File: config.mk
export PLATFORM = sky130hd
export DESIGN_NAME = interval_timer_channel
export DESIGN_NICKNAME = d
export VERILOG_FILES = /design/src/rtl/itc_pkg.sv /design/src/rtl/itc_reload_fmt.sv /design/src/rtl/itc_ctrl.sv /design/src/rtl/itc_counter.sv /design/src/rtl/itc_output.sv /design/src/rtl/interval_timer_channel.sv
export SDC_FILE = /design/constraint.sdc
export NUM_CORES = 1
export LEC_CHECK = 0
export ABC_AREA = 1
export BUFFER_PORTS_ARGS = -buffer_cell sky130_fd_sc_hd__buf_2
export CAP_MARGIN = 20
export CORE_MARGIN = 8
export CORE_UTILIZATION = 30
export DETAILED_ROUTE_END_ITERATION = 7
export GPL_ROUTABILITY_DRIVEN = 0
export PLACE_DENSITY = 0.56
export SYNTH_ARGS = -nofsm -noshare
export SYNTH_HDL_FRONTEND = slang
export SYNTH_SLANG_ARGS = --single-unit
export TNS_END_PERCENT = 20
File: constraint.sdc
create_clock -name clk -period 4.3 [get_ports clk]
set_clock_uncertainty 0.15 [all_clocks]
set_input_delay 0.645 -clock clk [delete_from_list [all_inputs] [get_ports clk]]
set_output_delay 0.645 -clock clk [all_outputs]
set_load 0.005 [all_outputs]
File: src/rtl/itc_pkg.sv
package itc_pkg;
  typedef enum logic [1:0] {
    MODE_TC      = 2'd0,
    MODE_ONESHOT = 2'd1,
    MODE_RATE    = 2'd2,
    MODE_SQUARE  = 2'd3
  } itc_mode_e;

  typedef enum logic [1:0] {
    RUN_STOP  = 2'd0,
    RUN_ARMED = 2'd1,
    RUN_COUNT = 2'd2
  } itc_run_e;
endpackage

File: src/rtl/itc_reload_fmt.sv
module itc_reload_fmt #(
  parameter int CNT_W = 16
) (
  input  logic [CNT_W-1:0] raw_val,
  input  logic             square,
  output logic [CNT_W:0]   eff_val
);
  logic [CNT_W-1:0] shaped;

  always_comb begin
    shaped = square ? {raw_val[CNT_W-1:1], 1'b0} : raw_val;
    if (shaped == '0) eff_val = {1'b1, {CNT_W{1'b0}}};
    else              eff_val = {1'b0, shaped};
  end
endmodule

File: src/rtl/itc_ctrl.sv
module itc_ctrl
  import itc_pkg::*;
#(
  parameter int CNT_W = 16
) (
  input  logic             clk,
  input  logic             rst_n,
  input  logic             tick,
  input  logic             cfg_wr,
  input  itc_mode_e        cfg_mode,
  input  logic             load_done,
  input  logic [CNT_W-1:0] reload_in,
  output itc_mode_e        mode_q,
  output itc_run_e         run_q,
  output logic [CNT_W-1:0] reload_q
);
  always_ff @(posedge clk) begin
    if (!rst_n) begin
      mode_q   <= MODE_TC;
      run_q    <= RUN_STOP;
      reload_q <= '0;
    end else begin
      if (cfg_wr) begin
        mode_q <= cfg_mode;
        run_q  <= load_done ? RUN_ARMED : RUN_STOP;
      end else if (load_done) begin
        if (!(mode_q == MODE_RATE && run_q == RUN_COUNT)) run_q <= RUN_ARMED;
      end else if (run_q == RUN_ARMED && tick) begin
        run_q <= RUN_COUNT;
      end
      if (load_done) reload_q <= reload_in;
    end
  end

  p_rate_keeps_running_r8: assert property (@(posedge clk) disable iff (!rst_n)
    (run_q == RUN_COUNT && mode_q == MODE_RATE && load_done && !cfg_wr) |=> run_q == RUN_COUNT);
  p_cmd_stops_r9: assert property (@(posedge clk) disable iff (!rst_n)
    (cfg_wr && !load_done) |=> run_q == RUN_STOP);
endmodule

File: src/rtl/itc_counter.sv
module itc_counter
  import itc_pkg::*;
#(
  parameter int CNT_W = 16
) (
  input  logic           clk,
  input  logic           rst_n,
  input  logic           tick,
  input  itc_run_e       run_st,
  input  logic           square,
  input  logic [CNT_W:0] eff_reload,
  output logic [CNT_W:0] cnt,
  output logic           term
);
  localparam logic [CNT_W:0] ONE = {{CNT_W{1'b0}}, 1'b1};

  assign term = tick && (run_st == RUN_COUNT) && (cnt == ONE);

  always_ff @(posedge clk) begin
    if (!rst_n) begin
      cnt <= '0;
    end else if (tick) begin
      if (run_st == RUN_ARMED)      cnt <= eff_reload;
      else if (run_st == RUN_COUNT) cnt <= (cnt == ONE) ? eff_reload : cnt - ONE;
    end
  end

  p_stopped_holds_r9: assert property (@(posedge clk) disable iff (!rst_n)
    (run_st == RUN_STOP) |=> $stable(cnt));
  p_even_load_r4: assert property (@(posedge clk) disable iff (!rst_n)
    (tick && run_st == RUN_ARMED && square) |=> !cnt[0]);
  p_count_nonzero_r3: assert property (@(posedge clk) disable iff (!rst_n)
    (run_st == RUN_COUNT) |-> cnt != '0);
  p_no_tick_hold_r3: assert property (@(posedge clk) disable iff (!rst_n)
    !tick |=> $stable(cnt));
endmodule

File: src/rtl/itc_output.sv
module itc_output
  import itc_pkg::*;
(
  input  logic      clk,
  input  logic      rst_n,
  input  logic      cfg_wr,
  input  itc_mode_e mode,
  input  logic      term,
  output logic      out_q,
  output logic      irq_q
);
  always_ff @(posedge clk) begin
    if (!rst_n) begin
      out_q <= 1'b0;
      irq_q <= 1'b0;
    end else begin
      irq_q <= 1'b0;
      if (cfg_wr) begin
        out_q <= 1'b0;
      end else if (term) begin
        unique case (mode)
          MODE_TC, MODE_ONESHOT: begin
            if (!out_q) begin
              out_q <= 1'b1;
              irq_q <= 1'b1;
            end
          end
          MODE_RATE:   irq_q <= 1'b1;
          MODE_SQUARE: begin
            out_q <= ~out_q;
            irq_q <= ~out_q;
          end
        endcase
      end
    end
  end

  p_irq_from_term_r10: assert property (@(posedge clk) disable iff (!rst_n)
    irq_q |-> $past(term));
  p_level_irq_rise_r5: assert property (@(posedge clk) disable iff (!rst_n)
    (irq_q && (mode == MODE_TC || mode == MODE_ONESHOT)) |-> $rose(out_q));
  p_square_irq_high_r7: assert property (@(posedge clk) disable iff (!rst_n)
    (irq_q && mode == MODE_SQUARE) |-> out_q);
  p_rate_out_low_r6: assert property (@(posedge clk) disable iff (!rst_n)
    (mode == MODE_RATE) |-> !out_q);
endmodule

File: src/rtl/interval_timer_channel.sv
module interval_timer_channel
  import itc_pkg::*;
#(
  parameter int CNT_W = 16
) (
  input  logic             clk,
  input  logic             rst_n,
  input  logic             tick_en,
  input  logic             cmd_wr,
  input  logic [1:0]       cmd_mode,
  input  logic [CNT_W-1:0] reload_val,
  input  logic             reload_done,
  output logic             out_level,
  output logic             irq_pulse,
  output logic [CNT_W-1:0] live_count
);
  itc_mode_e        mode_q;
  itc_run_e         run_q;
  logic [CNT_W-1:0] reload_q;
  logic [CNT_W:0]   eff_reload;
  logic [CNT_W:0]   cnt;
  logic             term;
  logic             square;

  assign square = (mode_q == MODE_SQUARE);

  itc_ctrl #(.CNT_W(CNT_W)) u_ctrl (
    .clk(clk), .rst_n(rst_n), .tick(tick_en), .cfg_wr(cmd_wr),
    .cfg_mode(itc_mode_e'(cmd_mode)), .load_done(reload_done), .reload_in(reload_val),
    .mode_q(mode_q), .run_q(run_q), .reload_q(reload_q)
  );

  itc_reload_fmt #(.CNT_W(CNT_W)) u_fmt (
    .raw_val(reload_q), .square(square), .eff_val(eff_reload)
  );

  itc_counter #(.CNT_W(CNT_W)) u_cnt (
    .clk(clk), .rst_n(rst_n), .tick(tick_en), .run_st(run_q), .square(square),
    .eff_reload(eff_reload), .cnt(cnt), .term(term)
  );

  itc_output u_out (
    .clk(clk), .rst_n(rst_n), .cfg_wr(cmd_wr), .mode(mode_q), .term(term),
    .out_q(out_level), .irq_q(irq_pulse)
  );

  assign live_count = cnt[CNT_W-1:0];

  p_reset_quiet_r1: assert property (@(posedge clk)
    !rst_n |=> (!out_level && !irq_pulse && live_count == '0));
endmodule

# Word-level counts from Yosys, hierarchy flattened
# Cells that the tools add are included.
# word_totals
regBits,39
# classes
n_mux,13
eq_ne,7
bitwise,3
addsub,1
n_reduce_logical,15
# ops
op,count
two-way mux 17 bit,4
== test 17 x 1 -> 1 bit (second input constant),1
subtractor 17 x 1 -> 17 bit (second input constant),1
zero test 16 bit,1
two-way mux 2 bit,4
== test 2 bit (second input constant),3
AND reduction 2 bit,3
== test 2 x 1 -> 1 bit (second input constant),2
logical AND 1 bit,4
nonzero test 2 bit,2
OR reduction 2 bit,2
two-way mux 1 bit,3
!= test 3 bit (second input constant),1
inverter 1 bit,3
one-hot mux 1 bit (3 select lines),1
nonzero test 3 bit,1
OR reduction 3 bit,1
zero test 2 bit,1
one-hot mux 1 bit (2 select lines),1

# Logic depth before layout (Yosys ltp)
# depth
word_depth,7
ltp_mapped,14
depth_no_buf,13

# Cells and area by module
# A second synthesis with hierarchy kept.
# unflattened
cells_unflattened,383
hier_area_um2,2361.0
# modules_own_cells
module,area_per_inst_um2,cells_each,n_inst
itc_counter,1376.3,236,1
itc_ctrl,745.7,97,1
itc_reload_fmt,128.9,31,1
itc_output,102.6,17,1
interval_timer_channel,7.5,2,1

# Worst setup path after synthesis
# OpenSTA, ideal clock, no wires.
# synth_timing
path_kind,input to register
start,in tick_en
end,reg u_cnt.cnt[1]
path_buffers,1
setup_slack_ns,2.662
t_arrival_ns,1.371
cell_stages,6
path_cell_list,inv_1 > nor2_1 > clkbuf_1 > o21ai_0 > a21oi_1 > nor2_1
# synth_between
elab_chain_cells,1
# synth_lines
item,line,rtl
from (decl),interval_timer_channel.sv:8,"input logic tick_en,"
AND reduction 2 bit (no line),-,
to (signal assigned),itc_counter.sv:23,if (run_st == RUN_ARMED) cnt <= eff_reload;
to (signal assigned),itc_counter.sv:24,else if (run_st == RUN_COUNT) cnt <= (cnt == ONE) ? eff_reload : cnt - ONE;
to (decl),itc_counter.sv:12,"output logic [CNT_W:0] cnt,"
# Every way passes these cells.
# A chain may end at the register's enable or synchronous reset.

# Worst setup path after layout
# layout_timing
start,reg u_ctrl.run_q[0]
end,reg u_cnt.cnt[6]
# layout_between
elab_chain_cells,3
# layout_lines
item,line,rtl
from (decl),itc_ctrl.sv:14,"output itc_run_e run_q,"
from (signal assigned),itc_ctrl.sv:25,run_q <= load_done ? RUN_ARMED : RUN_STOP;
== test 2 x 1 -> 1 bit / == test 2 bit (equally long branches),"itc_counter.sv:23, itc_counter.sv:24",
nonzero test 2 bit (no line),-,
AND reduction 2 bit (no line),-,
# Parallel ways exist; a longest one is shown, timed or not.

==> flow_summary.ini <==
[power]
p_per_area_nw_per_um2 = 369
seqPwrFrac_pct = 44.1
intPower_w = 0.000609
power_leakage_nw = 1.20
irDropWorstVdd_v = 0.000148
p_sw_w = 0.000325
pwr-share-clk_pct = 29.2
switching_share_pct = 34.8
power_w = 0.000934
combPwrFrac_pct = 26.7

[synth]
synth_edf_count = 0
syn_area_um2 = 2280
synth_seq_cells = 39
synth-adder-area-share_pct = 2.20
yosysUniqueCellTypes = 27
synthCells = 347
syn_avg_cell_area_um2 = 6.57
synth_xor_area_share_pct = 1.54
synth_top_family_by_area = simple AND/OR/NAND/NOR gates
synth_compound_area_share_pct = 13.2
synth_fp_nets = 374
muxShareOfSynthArea_pct = 0
synth-simple-area-share_pct = 34.5
yosysWarnings = 0
synth_top_flop_cell = dfxtp_1
synthArstFlopShare_pct = 0
yosysSeqAreaShare_pct = 34.3

[worst_setup_path]
r2r_end = u_cnt.cnt[6]$_SDFFE_PN0P_
worst_ep_required_time_ps = 4360
r2r_setup_slack_ps = 1910
rr_worst_depth = 8
critPathKind = reg2reg
crit_path_max_fanout = 14
cp-end-kind = flip-flop
start_kind = flip-flop
slowest_delay_ps = 590
path_buf_inv = 3
critical_path.most_common_cell = inv_1
cpMaxStageDelayCell = nor2_1
cp.arrival_ps = 2440
timing.rr.start = u_ctrl.run_q[0]$_SDFFE_PN0P_
crit_family = simple AND/OR/NAND/NOR gates
path_depth = 8
crit_chain = inv_1, ha_1, nor2_1, inv_1, a21oi_1, nand2_1, nand2_1, inv_1

[final_layout]
drive_gt1_share_pct = 17.1
syn_to_final_growth_pct = 11.1
final_cells = 468
n_antenna_cell = 0
nNetsFinal = 395

[drt]
drc = 0
drt-total-wl_mm = 5.71
drtAntennaViolNets = 0
drt_iter0_drc = 162
dr.pass1.iters = 4
vias = 2096
vias_per_cell = 4.48
wl_per_cell_um = 12.2

[sta]
tns_ps = 0
rsz0062_at_grt = false
finalCriticalPeriod_ps = 2390
fin_crit_sh_pct = 55.5
slew_viol_final = 0
tightest_slew_ps = 750
hold_viol_final = 0
finalSetupViolCount = 0
setup_ws_ps = 1910
fmax_mhz = 419
slew_headroom_pct = 49.8
hold_slack_ps = 316

[floorplan]
die_w_um = 103
chipHeight_um = 103
start_util_pct = 31.2
core.rowCount = 31
die-area_um2 = 10600
pin_count = 41
core_um2 = 7290

[worst_hold_path]
hold_class = reg2reg
whs_path_depth = 2
hp-start = u_ctrl.mode_q[1]$_SDFFE_PN0P_
holdPathEnd = u_ctrl.mode_q[1]$_SDFFE_PN0P_

[clock_tree]
clockBufferDepth = 2
hold_buffers = 0
cts_sinks = 39
clk_latency_ps = 300
clkTransAtPathRegs_ps = 80
cts_setup_buffers = 0
cts_resized = 0
htree_levels = 2
cts_root_buf = clkbuf_8
cts_tree = built
numCtsBuffers = 5

[grt]
grt_overflow = 0
antenna_found_initial = 0
grt_max_degree = 27
grt_pass1_wl_mm = 9.60
grt_pass1_vias = 1957
grtUsageTotal_pct = 11.5

[placed_design]
hpwlAfterDp_mm = 4.28
dp_cells = 460
pre_cts_slack_ps = 1870
place.port_buffers = 40

[flow_run]
maxCapViolCount = 0

[status]
status = finished, final reports clean
worst max path at each step:
stage                                             to                    startpoint  slack, ps
after floorplan            u_cnt.cnt[1]$_SDFFE_PN0P_                       tick_en       2660
after global placement     u_cnt.cnt[6]$_SDFFE_PN0P_                       tick_en       1900
final                      u_cnt.cnt[6]$_SDFFE_PN0P_  u_ctrl.run_q[0]$_SDFFE_PN0P_       1910
after detailed placement   u_cnt.cnt[6]$_SDFFE_PN0P_                       tick_en       1870
after global routing      u_cnt.cnt[16]$_SDFFE_PN0P_  u_ctrl.run_q[0]$_SDFFE_PN0P_       1670
after CTS                  u_cnt.cnt[6]$_SDFFE_PN0P_  u_ctrl.run_q[0]$_SDFFE_PN0P_       1910
sequential cells by signal (all words and copies together), names as in the netlist:
signal,count
u_out.irq_q,1
u_ctrl.run_q,2
u_cnt.cnt,17
u_ctrl.mode_q,2
u_ctrl.reload_q,16
u_out.out_q,1
kinds of logic (layout without fill, tap and decap cells):
group	Yosys count	after routing
buf+inv	66	88
simple gates	176	176
compound gates	58	58
xor+xnor	4	4
flops	39	39
fa+ha+maj	4	4
placed cells by master, fill, tap and decap left out, drive strengths merged:
| cell | synthesis | routed |
|---|---|---|
| nand2 | 79 | 79 |
| nor2 | 57 | 57 |
| buf | 19 | 41 |
| dfxtp | 39 | 39 |
| inv | 39 | 39 |
| nand3 | 29 | 29 |
| a21oi | 27 | 27 |
| o21ai | 26 | 26 |
| clkbuf | 8 | 6 |
| nand4 | 4 | 4 |
| ha | 4 | 4 |
| nand3b | 3 | 3 |
| xor2 | 3 | 3 |
| or2 | 3 | 3 |
| a211oi | 2 | 2 |
| nor3 | 1 | 1 |
| xnor2 | 1 | 1 |
| a31oi | 1 | 1 |
| o211ai | 1 | 1 |
| o21bai | 1 | 1 |
| clkinv | 0 | 1 |
| clkinvlp | 0 | 1 |
final cells by class:
class | instances | area [µm²]
fillers | 854 | 4760
multi-input cells | 242 | 1170
flip-flops and latches | 39 | 781
repair buffers | 41 | 208
inverters | 39 | 149
well taps | 99 | 124
clock buffers | 6 | 82.6
clock inverters | 2 | 16.3
Yosys cell counts, drive strengths merged (2+ instances only):
cell type   n  area [µm²]
a211oi      2        15.0
a21oi      27         135
buf        19         146
clkbuf      8        30.0
dfxtp      39         781
ha          4        50.1
inv        39         149
nand2      79         325
nand3      29         145
nand3b      3        22.5
nand4       4        25.0
nor2       57         244
o21ai      26         130
or2         3        18.8
xor2        3        26.3
power groups by stage:
stage | Clock (W) | Combinational, W | Sequential (W)
after floorplan | 0 | 0.000206 | 0.000413
after global placement | 0 | 0.000248 | 0.000420
after detailed placement | 0 | 0.000250 | 0.000420
after CTS | 0.000281 | 0.000252 | 0.000412
after global routing | 0.000295 | 0.000291 | 0.000417
final | 0.000273 | 0.000249 | 0.000412
through the flow:
stage | utilization [%] | cell area (µm²)
global placement | 33.4 | 2430
floorplan | - | 2280
CTS | 34.7 | 2530
global route | 34.7 | 2530
finish | 34.7 | 2530
detailed placement | 33.4 | 2430
metal layers:
metal | GRT usage, % | part of all wire [%]
met1 | 16.4 | 53
met2 | 16.3 | 41
met3 | 2.50 | 4.7
met4 | 4.34 | 1.2
met5 | 0 | 0
worst register-to-register path, cell delays in order (launching register included):
cell	delay, ps
dfxtp_1	370
inv_1	60
ha_1	290
nor2_1	590
inv_1	430
a21oi_1	250
nand2_1	70
nand2_1	60
inv_1	30
No activity file was read; power rests on OpenSTA's default activity.
